$ cat src/rtl/pwm_wave_pkg.sv
package pwm_wave_pkg;

    localparam int MAX_SHIFT = 10;

    typedef enum logic [1:0] {
        ACT_LOW  = 2'd0,
        ACT_HIGH = 2'd1,
        ACT_KEEP = 2'd2,
        ACT_FLIP = 2'd3
    } act_e;

    typedef enum logic [1:0] {
        BRK_RUN   = 2'd0,
        BRK_FLOAT = 2'd1,
        BRK_LOW   = 2'd2,
        BRK_HIGH  = 2'd3
    } brk_e;

    typedef struct packed {
        act_e per_act;
        act_e cmp_act;
        logic hold_ss;
        logic start_lvl;
        logic stop_lvl;
        logic out_en;
        brk_e brk;
    } chan_cfg_t;

    function automatic logic is_tri(input logic [2:0] m);
        return (m == 3'd4) || (m == 3'd5);
    endfunction

    function automatic logic [3:0] div_shift(input logic [2:0] code);
        case (code)
            3'd4:    return 4'd4;
            3'd5:    return 4'd6;
            3'd6:    return 4'd8;
            3'd7:    return 4'd10;
            default: return {1'b0, code};
        endcase
    endfunction

    function automatic logic apply_act(input act_e a, input logic cur);
        case (a)
            ACT_LOW:  return 1'b0;
            ACT_HIGH: return 1'b1;
            ACT_KEEP: return cur;
            default:  return ~cur;
        endcase
    endfunction

endpackage

$ cat src/rtl/pwm_prescaler.sv
module pwm_prescaler #(
    parameter int PRE_W = 10
) (
    input  logic       clk,
    input  logic       rst,
    input  logic       run_en,
    input  logic [2:0] sel,
    output logic       tick
);
    import pwm_wave_pkg::*;

    logic [PRE_W-1:0] pre_cnt;
    logic [PRE_W-1:0] mask;

    always_comb begin
        mask = PRE_W'((32'd1 << div_shift(sel)) - 32'd1);
        tick = run_en && ((pre_cnt & mask) == mask);
    end

    always_ff @(posedge clk) begin
        if (rst || !run_en) pre_cnt <= '0;
        else                pre_cnt <= pre_cnt + 1'b1;
    end
endmodule

$ cat src/rtl/pwm_wave_counter.sv
module pwm_wave_counter #(
    parameter int CNT_W = 16
) (
    input  logic             clk,
    input  logic             rst,
    input  logic             tick,
    input  logic             tri_en,
    input  logic             dir_up,
    input  logic [CNT_W-1:0] period,
    output logic [CNT_W-1:0] cnt,
    output logic             ovf,
    output logic             udf
);
    logic             tri_up, tri_up_n;
    logic [CNT_W-1:0] cnt_n;
    logic             ovf_n, udf_n;

    always_comb begin
        cnt_n    = cnt;
        tri_up_n = tri_up;
        ovf_n    = 1'b0;
        udf_n    = 1'b0;
        if (tick) begin
            if (tri_en) begin
                if (tri_up) begin
                    if (cnt >= period) begin
                        ovf_n    = 1'b1;
                        tri_up_n = 1'b0;
                        cnt_n    = (period == '0) ? '0 : period - 1'b1;
                    end else begin
                        cnt_n = cnt + 1'b1;
                    end
                end else begin
                    if (cnt == '0) begin
                        udf_n    = 1'b1;
                        tri_up_n = 1'b1;
                        cnt_n    = (period == '0) ? '0 : CNT_W'(1);
                    end else begin
                        cnt_n = cnt - 1'b1;
                    end
                end
            end else if (dir_up) begin
                if (cnt >= period) begin
                    ovf_n = 1'b1;
                    cnt_n = '0;
                end else begin
                    cnt_n = cnt + 1'b1;
                end
            end else begin
                if (cnt == '0) begin
                    udf_n = 1'b1;
                    cnt_n = period;
                end else begin
                    cnt_n = cnt - 1'b1;
                end
            end
        end
    end

    always_ff @(posedge clk) begin
        if (rst) begin
            cnt    <= '0;
            tri_up <= 1'b1;
            ovf    <= 1'b0;
            udf    <= 1'b0;
        end else begin
            cnt    <= cnt_n;
            tri_up <= tri_up_n;
            ovf    <= ovf_n;
            udf    <= udf_n;
        end
    end
endmodule

$ cat src/rtl/pwm_out_channel.sv
module pwm_out_channel #(
    parameter int CNT_W = 16
) (
    input  logic                   clk,
    input  logic                   rst,
    input  logic                   start,
    input  logic                   stop,
    input  logic                   tick,
    input  logic [CNT_W-1:0]       count,
    input  logic [CNT_W-1:0]       period,
    input  logic [CNT_W-1:0]       cmp,
    input  pwm_wave_pkg::chan_cfg_t cfg,
    input  logic                   brake_in,
    output logic                   pin,
    output logic                   oe,
    output logic                   match
);
    import pwm_wave_pkg::*;

    logic lvl;
    logic hit_c, hit_p;

    assign hit_c = tick && (count == cmp);
    assign hit_p = tick && (count == period);

    always_ff @(posedge clk) begin
        if (rst) begin
            lvl   <= 1'b0;
            match <= 1'b0;
        end else begin
            match <= hit_c;
            if (start)      lvl <= cfg.hold_ss ? lvl : cfg.start_lvl;
            else if (stop)  lvl <= cfg.hold_ss ? lvl : cfg.stop_lvl;
            else if (hit_c) lvl <= apply_act(cfg.cmp_act, lvl);
            else if (hit_p) lvl <= apply_act(cfg.per_act, lvl);
        end
    end

    always_comb begin
        oe  = 1'b1;
        pin = lvl;
        if (!cfg.out_en) begin
            oe  = 1'b0;
            pin = 1'b0;
        end else if (brake_in) begin
            case (cfg.brk)
                BRK_FLOAT: begin oe = 1'b0; pin = 1'b0; end
                BRK_LOW:   pin = 1'b0;
                BRK_HIGH:  pin = 1'b1;
                default:   pin = lvl;
            endcase
        end
    end
endmodule

$ cat src/rtl/pwm_wave_timer.sv
module pwm_wave_timer #(
    parameter int CNT_W = 16
) (
    input  logic             clk,
    input  logic             rst,
    input  logic             run,
    input  logic [2:0]       prescale_sel,
    input  logic [2:0]       mode_sel,
    input  logic             dir_up,
    input  logic [CNT_W-1:0] period,
    input  logic [CNT_W-1:0] cmp_a,
    input  logic [CNT_W-1:0] cmp_b,
    input  logic [1:0]       per_act_a,
    input  logic [1:0]       cmp_act_a,
    input  logic [1:0]       per_act_b,
    input  logic [1:0]       cmp_act_b,
    input  logic             ss_hold_a,
    input  logic             ss_hold_b,
    input  logic             start_lvl_a,
    input  logic             start_lvl_b,
    input  logic             stop_lvl_a,
    input  logic             stop_lvl_b,
    input  logic             out_en_a,
    input  logic             out_en_b,
    input  logic             brake_in,
    input  logic [1:0]       brake_sel_a,
    input  logic [1:0]       brake_sel_b,
    output logic [CNT_W-1:0] count,
    output logic             pwm_a,
    output logic             pwm_oe_a,
    output logic             pwm_b,
    output logic             pwm_oe_b,
    output logic             ovf_pulse,
    output logic             udf_pulse,
    output logic             match_a,
    output logic             match_b
);
    import pwm_wave_pkg::*;

    localparam int PRE_W = MAX_SHIFT;
    localparam int N_CH  = 2;

    logic run_q, start_ev, stop_ev, run_en, tick;
    chan_cfg_t        cfg_v [N_CH];
    logic [CNT_W-1:0] cmp_v [N_CH];
    logic             pin_v [N_CH];
    logic             oe_v  [N_CH];
    logic             hit_v [N_CH];

    always_ff @(posedge clk) begin
        if (rst) run_q <= 1'b0;
        else     run_q <= run;
    end

    assign start_ev = run & ~run_q;
    assign stop_ev  = ~run & run_q;
    assign run_en   = run & run_q;

    always_comb begin
        cfg_v[0].per_act   = act_e'(per_act_a);
        cfg_v[0].cmp_act   = act_e'(cmp_act_a);
        cfg_v[0].hold_ss   = ss_hold_a;
        cfg_v[0].start_lvl = start_lvl_a;
        cfg_v[0].stop_lvl  = stop_lvl_a;
        cfg_v[0].out_en    = out_en_a;
        cfg_v[0].brk       = brk_e'(brake_sel_a);
        cfg_v[1].per_act   = act_e'(per_act_b);
        cfg_v[1].cmp_act   = act_e'(cmp_act_b);
        cfg_v[1].hold_ss   = ss_hold_b;
        cfg_v[1].start_lvl = start_lvl_b;
        cfg_v[1].stop_lvl  = stop_lvl_b;
        cfg_v[1].out_en    = out_en_b;
        cfg_v[1].brk       = brk_e'(brake_sel_b);
        cmp_v[0] = cmp_a;
        cmp_v[1] = cmp_b;
    end

    pwm_prescaler #(.PRE_W(PRE_W)) u_pre (
        .clk(clk), .rst(rst), .run_en(run_en), .sel(prescale_sel), .tick(tick)
    );

    pwm_wave_counter #(.CNT_W(CNT_W)) u_cnt (
        .clk(clk), .rst(rst), .tick(tick), .tri_en(is_tri(mode_sel)),
        .dir_up(dir_up), .period(period), .cnt(count),
        .ovf(ovf_pulse), .udf(udf_pulse)
    );

    for (genvar i = 0; i < N_CH; i++) begin : g_ch
        pwm_out_channel #(.CNT_W(CNT_W)) u_ch (
            .clk(clk), .rst(rst), .start(start_ev), .stop(stop_ev),
            .tick(tick), .count(count), .period(period), .cmp(cmp_v[i]),
            .cfg(cfg_v[i]), .brake_in(brake_in),
            .pin(pin_v[i]), .oe(oe_v[i]), .match(hit_v[i])
        );
    end

    assign pwm_a    = pin_v[0];
    assign pwm_oe_a = oe_v[0];
    assign pwm_b    = pin_v[1];
    assign pwm_oe_b = oe_v[1];
    assign match_a  = hit_v[0];
    assign match_b  = hit_v[1];
endmodule

$ cat config.mk
export PLATFORM = sky130hd
export DESIGN_NAME = pwm_wave_timer
export DESIGN_NICKNAME = d
export VERILOG_FILES = /design/src/rtl/pwm_wave_pkg.sv /design/src/rtl/pwm_prescaler.sv /design/src/rtl/pwm_wave_counter.sv /design/src/rtl/pwm_out_channel.sv /design/src/rtl/pwm_wave_timer.sv
export SDC_FILE = /design/constraint.sdc
export NUM_CORES = 1
export LEC_CHECK = 0
export ABC_CLOCK_PERIOD_IN_PS = 3000
export BUFFER_PORTS_ARGS = -buffer_cell sky130_fd_sc_hd__clkbuf_2
export CAP_MARGIN = 20
export CORE_MARGIN = 4
export CORE_UTILIZATION = 49
export CTS_CLUSTER_SIZE = 10
export DETAILED_ROUTE_END_ITERATION = 8
export PLACE_DENSITY = 0.87
export SLEW_MARGIN = 0
export SYNTH_ARGS = -nofsm -noshare
export SYNTH_HDL_FRONTEND = slang
export SYNTH_SLANG_ARGS = --single-unit
export TNS_END_PERCENT = 1
$ cat constraint.sdc
create_clock -name clk -period 3 [get_ports clk]
set_clock_uncertainty 0.1 [all_clocks]
set_input_delay 0.45 -clock clk [delete_from_list [all_inputs] [get_ports clk]]
set_output_delay 0.45 -clock clk [all_outputs]
set_load 0.02 [all_outputs]
After elaboration in Yosys (flattened, before gate mapping)
Cells that the tools add are included.
- output and inout bits: 24
- input port bits: 79
- logic and storage cells: 127
- register bits after elaboration: 34
- mux-type cells: 48
- equal/unequal tests: 32
- reductions and logical operators: 21
- $lt $le $gt $ge: 1
- $add $sub $neg: 5
- shift-type cells: 1
- bitwise logic cells: 9
- operators by type and width (cell ; count):
    $mux 16 ; 8
    $eq 16x16->1 ; 3
    $mux 1 ; 33
    $logic_not 16->1 ; 2
    $sub 16x1->16 const B ; 2
    $eq 3x3->1 const B ; 6
    $add 16x1->16 const B ; 1
    $eq 2x2->1 const B ; 8
    $ge 16x16->1 ; 1
    $pmux 4 s4 ; 1
    $eq 2x1->1 const B ; 6
    $pmux 1 s3 ; 4
    $add 10x1->10 const B ; 1
    $and 10x10->10 ; 1
    $eq 10x10->1 ; 1
    $reduce_and 5->1 ; 2
    $shl 1x4->10 const A ; 1
    $sub 10x1->10 const B ; 1
    $logic_not 2->1 ; 4
    $ne 2x2->1 const B ; 4
    $reduce_bool 4->1 ; 2
    $reduce_or 2->1 ; 3
    $not 1->1 ; 5
    $logic_and 1x1->1 ; 4
    other kinds (9) ; 13

Logic depth before layout (Yosys ltp)
Gate-level depths: netlist of run 1.
- word-level depth: 12
- gate-level depth with buffers: 12
- depth with buffers taken out: 11

By module
Synthesis of run 1 repeated with hierarchy kept, for this count alone.
- cells, all modules: 583
- area total of the unflattened synthesis: 4379.2 µm²
- by module, submodules not included (module ; seq. area each (µm²) ; area an instance (µm²) ; instances ; cells each):
    pwm_wave_counter ; 380.4 ; 2705.1 ; 1 ; 375
    pwm_out_channel ; 40.0 ; 571.8 ; 2 ; 74
    pwm_prescaler ; 200.2 ; 475.5 ; 1 ; 54
    pwm_wave_timer ; 20.0 ; 55.1 ; 1 ; 6

Least setup slack after synthesis of run 1
Ideal clock, no wire load.
- path kind: input to register
- from: in period[14]
- to: reg u_cnt.cnt[14]
- setup time: 0.071 ns
- path buffers: 0
- required time: 2.829 ns
- cell stages on the path: 10
- data arrival time: 2.745 ns
- path slack: 0.084 ns
- path through: inv_1 > ha_1 > nand4_1 > or4_1 > or4_4 > nand4_4 > mux2i_1 > a21oi_1 > a211o_1 > a21oi_1
- cells in the longest elaborated chain, start to end: 5
- elaborated cells between the ends (all ways): 10
- classes of those cells: add/sub (1); order compare (1); mux (7); reduce/logical (1)
- ends and longest elaborated chain (element ; line ; source):
    start, declared ; pwm_wave_timer.sv:10 ; input logic [CNT_W-1:0] period,
    $sub 16x1->16 or $logic_not 16->1 (tied branches) ; pwm_wave_counter.sv:29 ; cnt_n = (period == '0) ? '0 : period - 1'b1;
    $mux 16 ; pwm_wave_counter.sv:29 ;
    $mux 16 ; pwm_wave_counter.sv:26 ; if (cnt >= period) begin
    $mux 16 ; pwm_wave_counter.sv:25 ; if (tri_up) begin
    $mux 16 (*) ; pwm_wave_counter.sv:24 ; if (tri_en) begin
    end signal, assigned ; pwm_wave_counter.sv:67 ; cnt <= cnt_n;
    end, declared ; pwm_wave_counter.sv:10 ; output logic [CNT_W-1:0] cnt,
Every way passes the cells marked *; elsewhere a longest branch is shown, timed or not.
A chain may end at the register's enable or synchronous reset.

Worst setup path in the final report of run 1
- from: reg u_cnt.cnt[14]
- to: reg u_cnt.cnt[7]
- cells in the longest elaborated chain, start to end: 4
- elaborated cells between the ends (all ways): 9
- classes of those cells: order compare (1); mux (7); reduce/logical (1)
- ends and longest elaborated chain (element ; line):
    $ge 16x16->1 or $logic_not 16->1 (tied branches) ; -
    $mux 16 (on tied branches) ; -
    $mux 16 (on tied branches) ; pwm_wave_counter.sv:42, pwm_wave_counter.sv:25
    $mux 16 (*) ; pwm_wave_counter.sv:24
Marked as above.

==> out/metrics.yaml, run 1 <==
yosysUniqueCellTypes: 62
crit_top_cell: "or4_4"
synthCells: 532
grt_max_degree: 14
nNetsFinal: 785
die_area_um2: 9410
ir_drop_uv: 192
start_kind: "flop"
routed_wl_mm: 13.5
p_int_w: 0.000920
seq_area_um2: 681
cts_sinks: 34
seqPwrFrac: 0.357
antenna_found_initial: 0
cts.reportedPaths.clkPinSlew_ps: 80
slew_viol_final: 0
pwr-share-comb: 0.223
clockRootBuffer: "clkbuf_8"
postSynth.asyncResetShare: 0
ant_nets: 0
worst_ep_required_time_ps: 3150
mostFrequentLayoutCell: "clkbuf_2"
vias: 4727
dieWidth_um: 97.0
cp_cell_sequence: "ha_4, nand4_1, or4_4, or4_4, nand4_4, buf_4, and3_1, o21ai_1, o311ai_1, a32o_1"
coreArea_um2: 7730
fmax_mhz: 342
clk_path_buf_depth: 2
tightest_slew_ps: 896
final_cell_mix: "101 x clkbuf_2, 69 x buf_4, 50 x nor2_1"
drt_iter0_drc: 584
first_pass_iters: 5
synth-seq-cells: 34
post-dp-hpwl_mm: 10.8
drive_gt1_frac: 0.287
fin_tns_setup_ps: 0
setup_viol: 0
ys.flop_type: "dfxtp_1"
final_cell_area_um2: 5070
htree_levels: 2
cts_tree: "yes"
period_share: 0.975
die_y_um: 97.0
cts_buffers: 5
hold_class: "input pin to flop"
p_sw_frac: 0.285
clock_latency_ps: 300
relSlewSlack: 0.397
leakagePower_nw: 2.44
cpMaxStageDelayCell: "or4_4"
wl_per_cell_um: 17.3
holdBufCountCts: 0
cap_violations: 0
run_status: "finished clean"
drc_errors: 0
setup_slack_ps: 75.7
num_io_pins: 103
critical_path.max_stage_delay_ps: 580
area_delta_synth_final_pct: 30.6
rows: 32
synth-edff-count: 0
syn_area_per_cell_um2: 7.30
power_density_nw_per_um2: 254
num_antenna_cells: 0
preCtsSetupSlack_ps: -206
worstPathArrival_ps: 3070
start_util: 0.502
period_minus_slack_ps: 2920
globalRouteTotalUtil: 0.275
yosysSeqAreaShare: 0.175
grt_pass1_vias: 4421
overflow: 0
post_dp_cell_area_um2: 4900
syn_nets: 636
endpoint_kind: "flop"
viasPerCell: 6.03
synth_area_um2: 3880
final_util: 0.656
switchingPower_w: 0.000367
p_clk_frac: 0.421
critical_path_buf_inv_count: 1
cts.repair.resized: 0
hold_viol_final: 0
ys_warn_count: 0
multi_input_area_um2: 2970
grt_pass1_wl_mm: 21.4
crit_fanout: 9
gp_congestion: 0.996
crit_family: "simple AND/OR/NAND/NOR gates"
critical_path_class: "flop to flop"
post-cts-setup-buffers: 0
fill_cells: 666
portBuffers: 101
[per-layer routing]
layer,part of all wire,global-route usage
met4,0.022,0.0821
met3,0.11,0.0461
met1,0.40,0.368
met2,0.46,0.452
met5,0,0
[power groups by stage]
stage | Clock, W | Sequential [W] | Combinational (W)
floorplan | 0 | 0.000469 | 0.000133
global placement | 0 | 0.000469 | 0.000267
detailed placement | 0 | 0.000469 | 0.000276
CTS | 0.000540 | 0.000459 | 0.000278
global route | 0.000557 | 0.000459 | 0.000311
finish | 0.000541 | 0.000459 | 0.000287
[through the flow]
| step | hold slack, ps | total power [W] | cells |
|---|---|---|---|
| 6_report | 325 | 0.00129 | 784 |
| 5_1_grt | 353 | 0.00133 | 784 |
| 4_1_cts | 321 | 0.00128 | 784 |
| 3_5_place_dp | 389 | 0.000745 | 776 |
| 3_3_place_gp | 353 | 0.000737 | 776 |
| 2_1_floorplan | 337 | 0.000601 | 532 |
[worst register-to-register path: stages, from the launching register on]
cell      delay (ps)
dfxtp_1          370
ha_4             300
nand4_1          140
or4_4            580
or4_4            570
nand4_4          130
buf_4            190
and3_1           170
o21ai_1           60
o311ai_1         100
a32o_1           170
[synth_stat cells, drive strengths merged (6+ instances only)]
master,n,area share
nor2,50,0.048
xor2,49,0.11
nand2,40,0.039
o21ai,38,0.051
dfxtp,34,0.18
a21oi,32,0.041
inv,29,0.028
nand3,29,0.037
ha,25,0.081
xnor2,25,0.056
nor3,18,0.023
buf,16,0.026
nor4,15,0.028
clkbuf,13,0.013
nand4,13,0.025
and3,12,0.019
a31oi,7,0.011
o211ai,7,0.017
or3,7,0.011
mux2i,6,0.015
nand2b,6,0.0097
[flip-flops by register name (all words and copies together), names as in the netlist]
name / count
g_ch.u_ch.lvl: 2
g_ch.u_ch.match: 2
run_q: 1
u_cnt.cnt: 16
u_cnt.ovf: 1
u_cnt.tri_up: 1
u_cnt.udf: 1
u_pre.pre_cnt: 10
[layout make-up]
class,instances,area share
Multi-Input combinational cell,440,0.586
Timing Repair Buffer,171,0.206
Sequential cell,34,0.134
Tap cell,102,0.0252
Inverter,29,0.0215
Clock buffer,5,0.0136
Clock inverter,3,0.0136
[final timing paths]
| check | start | end | slack, ps | cells after the start |
|---|---|---|---|---|
| worst max-delay path | u_cnt.cnt[14] | u_cnt.cnt[7] | 80 | 10 |
| worst min-delay path | run | run_q | 330 | 3 |
| worst max register to register | u_cnt.cnt[14] | u_cnt.cnt[7] | 80 | 10 |
| worst min register to register | u_pre.pre_cnt[9] | u_pre.pre_cnt[9] | 430 | 2 |
[cells by family after synthesis]
family	share of synthesized area
muxes	0.0213
buffers and inverters	0.0667
AOI/OAI and AO/OA	0.209
and+or+nand+nor	0.281
DFF	0.175
xor gates and xnor gates	0.167
adders and majority gates	0.0806
Note: power is estimated with default switching activity, not from simulation.
==> run 2, diff against run 1 <==
- PLACE_DENSITY: 0.87 -> 0.75
==> run 2 against run 1 <==
Compared with the run above:
- worst hold slack worse by 3.5 ps
- non-clock buffer count is 2 higher
- first-iteration DRC count is 20% lower
- sequential share of layout area is 0.085 points higher
- maximum frequency is 0.98% higher
- cell area is 0.44% lower
- register-to-register slack better by 30 ps
- combinational power hardly changed
- critical endpoint is now u_cnt.cnt[14]
- highest routed layer unchanged
==> out/metrics.yaml, run 2 (synthesized netlist as in run 1, its figures left out) <==
run_status: "finished clean"  # unchanged
largest_reg_flops: 16  # unchanged
rows: 32  # unchanged
ant_nets: 0  # unchanged
worst_ep_required_time_ps: 3140  # was 3150 ps
first_pass_iters: 5  # unchanged
overflow: 0  # unchanged
setup_viol: 0  # unchanged
period_share: 0.965  # was 0.975
tightest_slew_ps: 742  # was 896 ps
period_minus_slack_ps: 2900  # was 2920 ps
grt_max_degree: 27  # was 14
wl_per_cell_um: 17.3  # about the same
clk_path_buf_depth: 2  # unchanged
portBuffers: 101  # unchanged
cts_sinks: 34  # unchanged
num_antenna_cells: 0  # unchanged
die_area_um2: 9410  # unchanged
viasPerCell: 5.97  # was 6.03
num_io_pins: 103  # unchanged
hold_class: "input pin to flop"  # unchanged
holdBufCountCts: 0  # unchanged
dieWidth_um: 97.0  # unchanged
htree_levels: 2  # unchanged
critical_path.max_stage_delay_ps: 560  # was 580 ps
start_kind: "flop"  # unchanged
die_y_um: 97.0  # unchanged
relSlewSlack: 0.504  # was 0.397
nNetsFinal: 787  # was 785
fmax_mhz: 345  # was 342 MHz
endpoint_kind: "flop"  # unchanged
cap_violations: 0  # unchanged
reg.largest.list: "u_cnt.cnt (16), u_pre.pre_cnt (10)"  # unchanged
final_cell_mix: "101 x clkbuf_2, 69 x buf_4, 50 x nor2_1"  # unchanged
critical_path_class: "flop to flop"  # unchanged
start_util: 0.502  # unchanged
power_density_nw_per_um2: 224  # was 254 nW/µm²
grt_pass1_vias: 4567  # was 4421
ir_drop_uv: 197  # was 192 µV
drc_errors: 0  # unchanged
cts_tree: "yes"  # unchanged
hold_viol_final: 0  # unchanged
mostFrequentLayoutCell: "clkbuf_2"  # unchanged
post-dp-hpwl_mm: 10.9  # was 10.8 mm
cp_cell_sequence: "ha_1, nand4_1, or4_4, or4_4, nand4_4, mux2i_1, a21oi_1, a211o_1, a21oi_2"  # was ha_4, nand4_1, or4_4, or4_4, nand4_4, buf_4, and3_1, o21ai_1, o311ai_1, a32o_1
vias: 4696  # was 4727
cts_buffers: 5  # unchanged
top_register: "u_cnt.cnt"  # unchanged
total_power_w: 0.00113  # was 0.00129 W
area_delta_synth_final_pct: 30.0  # was 30.6%
fill_cells: 683  # was 666
cpMaxStageDelayCell: "or4_4"  # unchanged
gp_congestion: 0.963  # was 0.996
clockRootBuffer: "clkbuf_8"  # unchanged
slew_viol_final: 0  # unchanged
globalRouteTotalUtil: 0.283  # was 0.275
drt_iter0_drc: 470  # was 584
antenna_found_initial: 0  # unchanged
coreArea_um2: 7730  # unchanged
post_dp_cell_area_um2: 4940  # was 4900 µm²
drive_gt1_frac: 0.288  # was 0.287
crit_top_cell: "or4_4"  # unchanged
leakagePower_nw: 2.45  # was 2.44 nW
final_cell_area_um2: 5050  # was 5070 µm²
cts.reportedPaths.clkPinSlew_ps: 90  # was 80 ps
crit_fanout: 5  # was 9
grt_pass1_wl_mm: 22.2  # was 21.4 mm
routed_wl_mm: 13.6  # was 13.5 mm
clock_latency_ps: 300  # about the same
worstPathArrival_ps: 3030  # was 3070 ps
run 2: cell types whose count changed in the layout (fill, tap and decap cells not counted), moves of 2 or more:
| cell | before | now |
|---|---|---|
| bufinv_16 | 2 | 0 |
| buf_12 | 1 | 3 |
| ha_1 | 23 | 25 |
| ha_4 | 2 | 0 |
run 2: area by class of cell:
cell class / count / area [µm²] / share of cell area
clock buffer: 6 / 82.6 / 0.0164
sequential: 34 / 682 / 0.135
clock inverter: 2 / 12.5 / 0.00248
tap: 102 / 128 / 0.0253
multi-input combinational: 440 / 2950 / 0.585
timing repair buffer: 173 / 1080 / 0.215
inverter: 29 / 109 / 0.0216
run 2: power breakdown:
group	total [W]	internal [W]	switching (W)
logic	0.000285	0.000132	0.000154
registers	0.000459	0.000455	0.00000397
clock network	0.000386	0.000185	0.000201
run 2: per-layer routing:
layer / share of wire / GRT usage / vias up
met2: 0.45 / 0.453 / 296
met4: 0.028 / 0.0994 / 0
met5: 0 / 0 / -
met1: 0.41 / 0.369 / 2142
met3: 0.11 / 0.0714 / 38
li1: - / - / 2220
run 2: repair_timing:
item	4_1_cts	5_1_grt
gates resized for setup	0	4
setup endpoints to repair	0	11
buffers inserted	0	1
run 2: per-stage QoR:
stage	cells	setup WS, ps	utilization	TNS, ps	hold slack (ps)
floorplan	532	83.8	-	0	337
global placement	777	-157	0.639	-1540	358
detailed placement	777	-206	0.639	-2340	378
CTS	785	30.0	0.651	0	328
global route	786	-22.3	0.653	-22.3	333
finish	786	104	0.653	0	322
run 2: final timing paths:
check        depth (start not counted)  slack [ps]          endpoint        startpoint
min reg2reg                          1         390  u_pre.pre_cnt[0]  u_pre.pre_cnt[0]
max reg2reg                          9         100     u_cnt.cnt[14]      u_cnt.cnt[9]
max                                  9         100     u_cnt.cnt[14]      u_cnt.cnt[9]
min                                  3         320             run_q               run
run 2: critical path, delay by kind of cell, from the launching register on:
kind / cells / cell delay [ps]
multiplexers: 1 / 210
adder cells (fa/ha/maj): 1 / 300
AND/OR/NAND/NOR: 4 / 1380
AO/OA/AOI/OAI: 3 / 500
flip-flops: 1 / 340
==> run 3, diff against run 2 <==
- CORE_UTILIZATION: 49 -> 50
- SYNTH_HIERARCHICAL: default -> 1
==> run 3 against run 2 <==
Compared with the run above:
- maximum frequency increased by 0.61%
- first-iteration DRC count down 2.8%
- highest routed layer unchanged
- register-to-register slack better by 20 ps
- non-clock buffer count shrank 12
- global-route usage rose by 1.6 points
==> out/metrics.yaml, run 3 <==
start_kind: "flop"  # unchanged
antenna_found_initial: 0  # unchanged
drc_errors: 0  # unchanged
reg.largest.list: "u_cnt/cnt (16), u_pre/pre_cnt (10)"  # was u_cnt.cnt (16), u_pre.pre_cnt (10)
htree_levels: 2  # unchanged
setup_viol: 0  # unchanged
final_cell_mix: "101 x clkbuf_2, 59 x xor2_1, 59 x buf_4"  # was 101 x clkbuf_2, 69 x buf_4, 50 x nor2_1
synthCells: 583  # was 532
rows: 33  # was 32
cap_violations: 0  # unchanged
start_util: 0.522  # was 0.502
synth.area.top_cells: "dfxtp_1 16%, xor2_1 12%, xnor2_1 10%"  # was dfxtp_1 18%, xor2_1 11%, ha_1 8.1%
leakagePower_nw: 2.50  # was 2.45 nW
synth.largest_area_cell: "dfxtp_1"  # unchanged
synth_top_area_frac: 0.155  # was 0.175
tightest_slew_ps: 752  # was 742 ps
final_cell_area_um2: 5470  # was 5050 µm²
area_delta_synth_final_pct: 24.9  # was 30.0%
holdBufCountCts: 0  # unchanged
vias: 5005  # was 4696
cts.repair.resized: 0  # unchanged
syn_nets: 684  # was 636
first_pass_iters: 5  # unchanged
routed_wl_mm: 15.7  # was 13.6 mm
ys_warn_count: 6  # was 0
largest_reg_flops: 16  # unchanged
drt_iter0_drc: 457  # was 470
viasPerCell: 6.04  # was 5.97
cts.reportedPaths.clkPinSlew_ps: 90  # about the same
portBuffers: 101  # unchanged
overflow: 0  # unchanged
gp_congestion: 0.951  # was 0.963
grt_max_degree: 31  # was 27
yosysSeqAreaShare: 0.155  # was 0.175
period_minus_slack_ps: 2880  # was 2900 ps
postSynth.asyncResetShare: 0  # unchanged
cts_tree: "yes"  # unchanged
yosysUniqueCellTypes: 71  # was 62
r2r_start: "u_cnt/cnt[0]"  # was u_cnt.cnt[9]
rsz0062_at_grt: "no"
whs_ps: 306  # was 322 ps
worstHoldEndpoint: "run_q"  # unchanged
globalRouteTotalUtil: 0.299  # was 0.283
synth-edff-count: 0  # unchanged
ir_drop_uv: 157  # was 197 µV
die_y_um: 102  # was 97.0 µm
hold_class: "input pin to flop"  # unchanged
yosys-top-cells-count: "59 x xor2_1, 57 x nor2_1, 51 x xnor2_1, 40 x nand2_1, 34 x dfxtp_1"  # was 50 x nor2_1, 49 x xor2_1, 39 x nand2_1, 34 x dfxtp_1, 32 x a21oi_1
synth-seq-cells: 34  # unchanged
cts_buffers: 5  # unchanged
clock_latency_ps: 310  # was 300 ps
fmax_mhz: 347  # was 345 MHz
clk_path_buf_depth: 2  # unchanged
post-cts-setup-buffers: 0  # unchanged
clockRootBuffer: "clkbuf_8"  # unchanged
r2r_setup_slack_ps: 120  # was 100 ps
cts_sinks: 34  # unchanged
post-dp-hpwl_mm: 12.2  # was 10.9 mm
wl_per_cell_um: 19.0  # was 17.3 µm
post_dp_cell_area_um2: 5330  # was 4940 µm²
slew_viol_final: 0  # unchanged
holdPathStages: 2  # was 3
run_status: "finished clean"  # unchanged
fin_tns_setup_ps: 0  # unchanged
drive_gt1_frac: 0.270  # was 0.288
final_cells: 828  # was 786
num_io_pins: 103  # unchanged
worstPathArrival_ps: 2970  # was 3030 ps
die_area_um2: 10300  # was 9410 µm²
ff2ff_path_depth: 11  # was 9
grt_pass1_vias: 4896  # was 4567
ant_nets: 0  # unchanged
r2r_end: "u_cnt/cnt[14]"  # was u_cnt.cnt[14]
ys.flop_type: "dfxtp_1"  # unchanged
num_antenna_cells: 0  # unchanged
min-delay-start: "run"  # unchanged
top_register: "u_cnt/cnt"  # was u_cnt.cnt
crit_fanout: 6  # was 5
dieWidth_um: 102  # was 97.0 µm
yosys.cell_count.top_type: "xor2_1"  # was nor2_1
nNetsFinal: 823  # was 787
syn_area_per_cell_um2: 7.51  # was 7.30 µm²
coreArea_um2: 8380  # was 7730 µm²
endpoint_kind: "flop"  # unchanged
power_density_nw_per_um2: 270  # was 224 nW/µm²
worst_ep_required_time_ps: 3090  # was 3140 ps
hold_viol_final: 0  # unchanged
mostFrequentLayoutCell: "clkbuf_2"  # unchanged
relSlewSlack: 0.499  # was 0.504
grt_pass1_wl_mm: 24.4  # was 22.2 mm
dp_cells: 820  # was 777
critical_path_class: "flop to flop"  # unchanged
period_share: 0.959  # was 0.965
synth_area_um2: 4380  # was 3880 µm²
run 3: critical path, cell delays in order (launching register included):
cell,delay (ps)
dfxtp_1,340
inv_1,60
ha_1,260
nand2b_1,140
a2111oi_0,430
buf_4,190
o31a_1,190
o21ai_0,140
buf_4,190
nand3_1,260
o2111ai_1,170
o31a_1,300
run 3: power breakdown:
| group | internal, W | total, W | leakage [nW] | switching [W] |
|---|---|---|---|---|
| clock | 0.000334 | 0.000554 | 0.0683 | 0.000220 |
| combinational | 0.000193 | 0.000454 | 2.16 | 0.000261 |
| sequential | 0.000458 | 0.000467 | 0.275 | 0.00000904 |
| total | 0.000984 | 0.00147 | 2.50 | 0.000490 |
run 3: worst max path at each step:
stage	start	endpoint	cells past startpoint
2_1_floorplan	u_cnt/cnt[0]	u_cnt/cnt[7]	11
3_3_place_gp	period[14]	u_cnt/cnt[3]	10
3_5_place_dp	period[14]	u_cnt/cnt[3]	10
4_1_cts	u_cnt/cnt[0]	u_cnt/cnt[14]	11
5_1_grt	u_cnt/cnt[0]	u_cnt/cnt[8]	11
6_report	u_cnt/cnt[0]	u_cnt/cnt[14]	11
run 3: through the flow:
step | worst slack (ps) | power, W | utilization
5_1_grt | 11.9 | 0.00154 | 0.653
3_5_place_dp | -48.5 | 0.000920 | 0.636
2_1_floorplan | -28.4 | 0.000735 | -
3_3_place_gp | 4.76 | 0.000911 | 0.636
4_1_cts | 141 | 0.00147 | 0.653
6_report | 122 | 0.00147 | 0.653
run 3: layer usage:
layer  vias to the layer above  GRT usage  routed length [µm]
li1                       2375          -                   -
met2                       286      0.509                7260
met1                      2291      0.377                6420
met5                         -          0                   0
met3                        53     0.0455                1480
met4                         0      0.123                 537
run 3: cell families (layout without fill, tap and decap cells):
family                     after synthesis  count (layout)  share of synthesized area
adders and majority gates               22              22                     0.0629
DFF                                     34              34                      0.155
AOI/OAI and AO/OA                      121             121                      0.200
and+or+nand+nor                        225             225                      0.275
buffers and inverters                   61             201                     0.0637
muxes                                   10              10                     0.0234
xor gates and xnor gates               110             110                      0.220
run 3: area by class of cell:
cell class | count | area (µm²)
Clock buffer | 5 | 68.8
Clock inverter | 3 | 68.8
Fill cell | 752 | 2910
Inverter | 32 | 120
Multi-Input combinational cell | 488 | 3430
Sequential cell | 34 | 681
Tap cell | 105 | 131
Timing Repair Buffer | 161 | 968
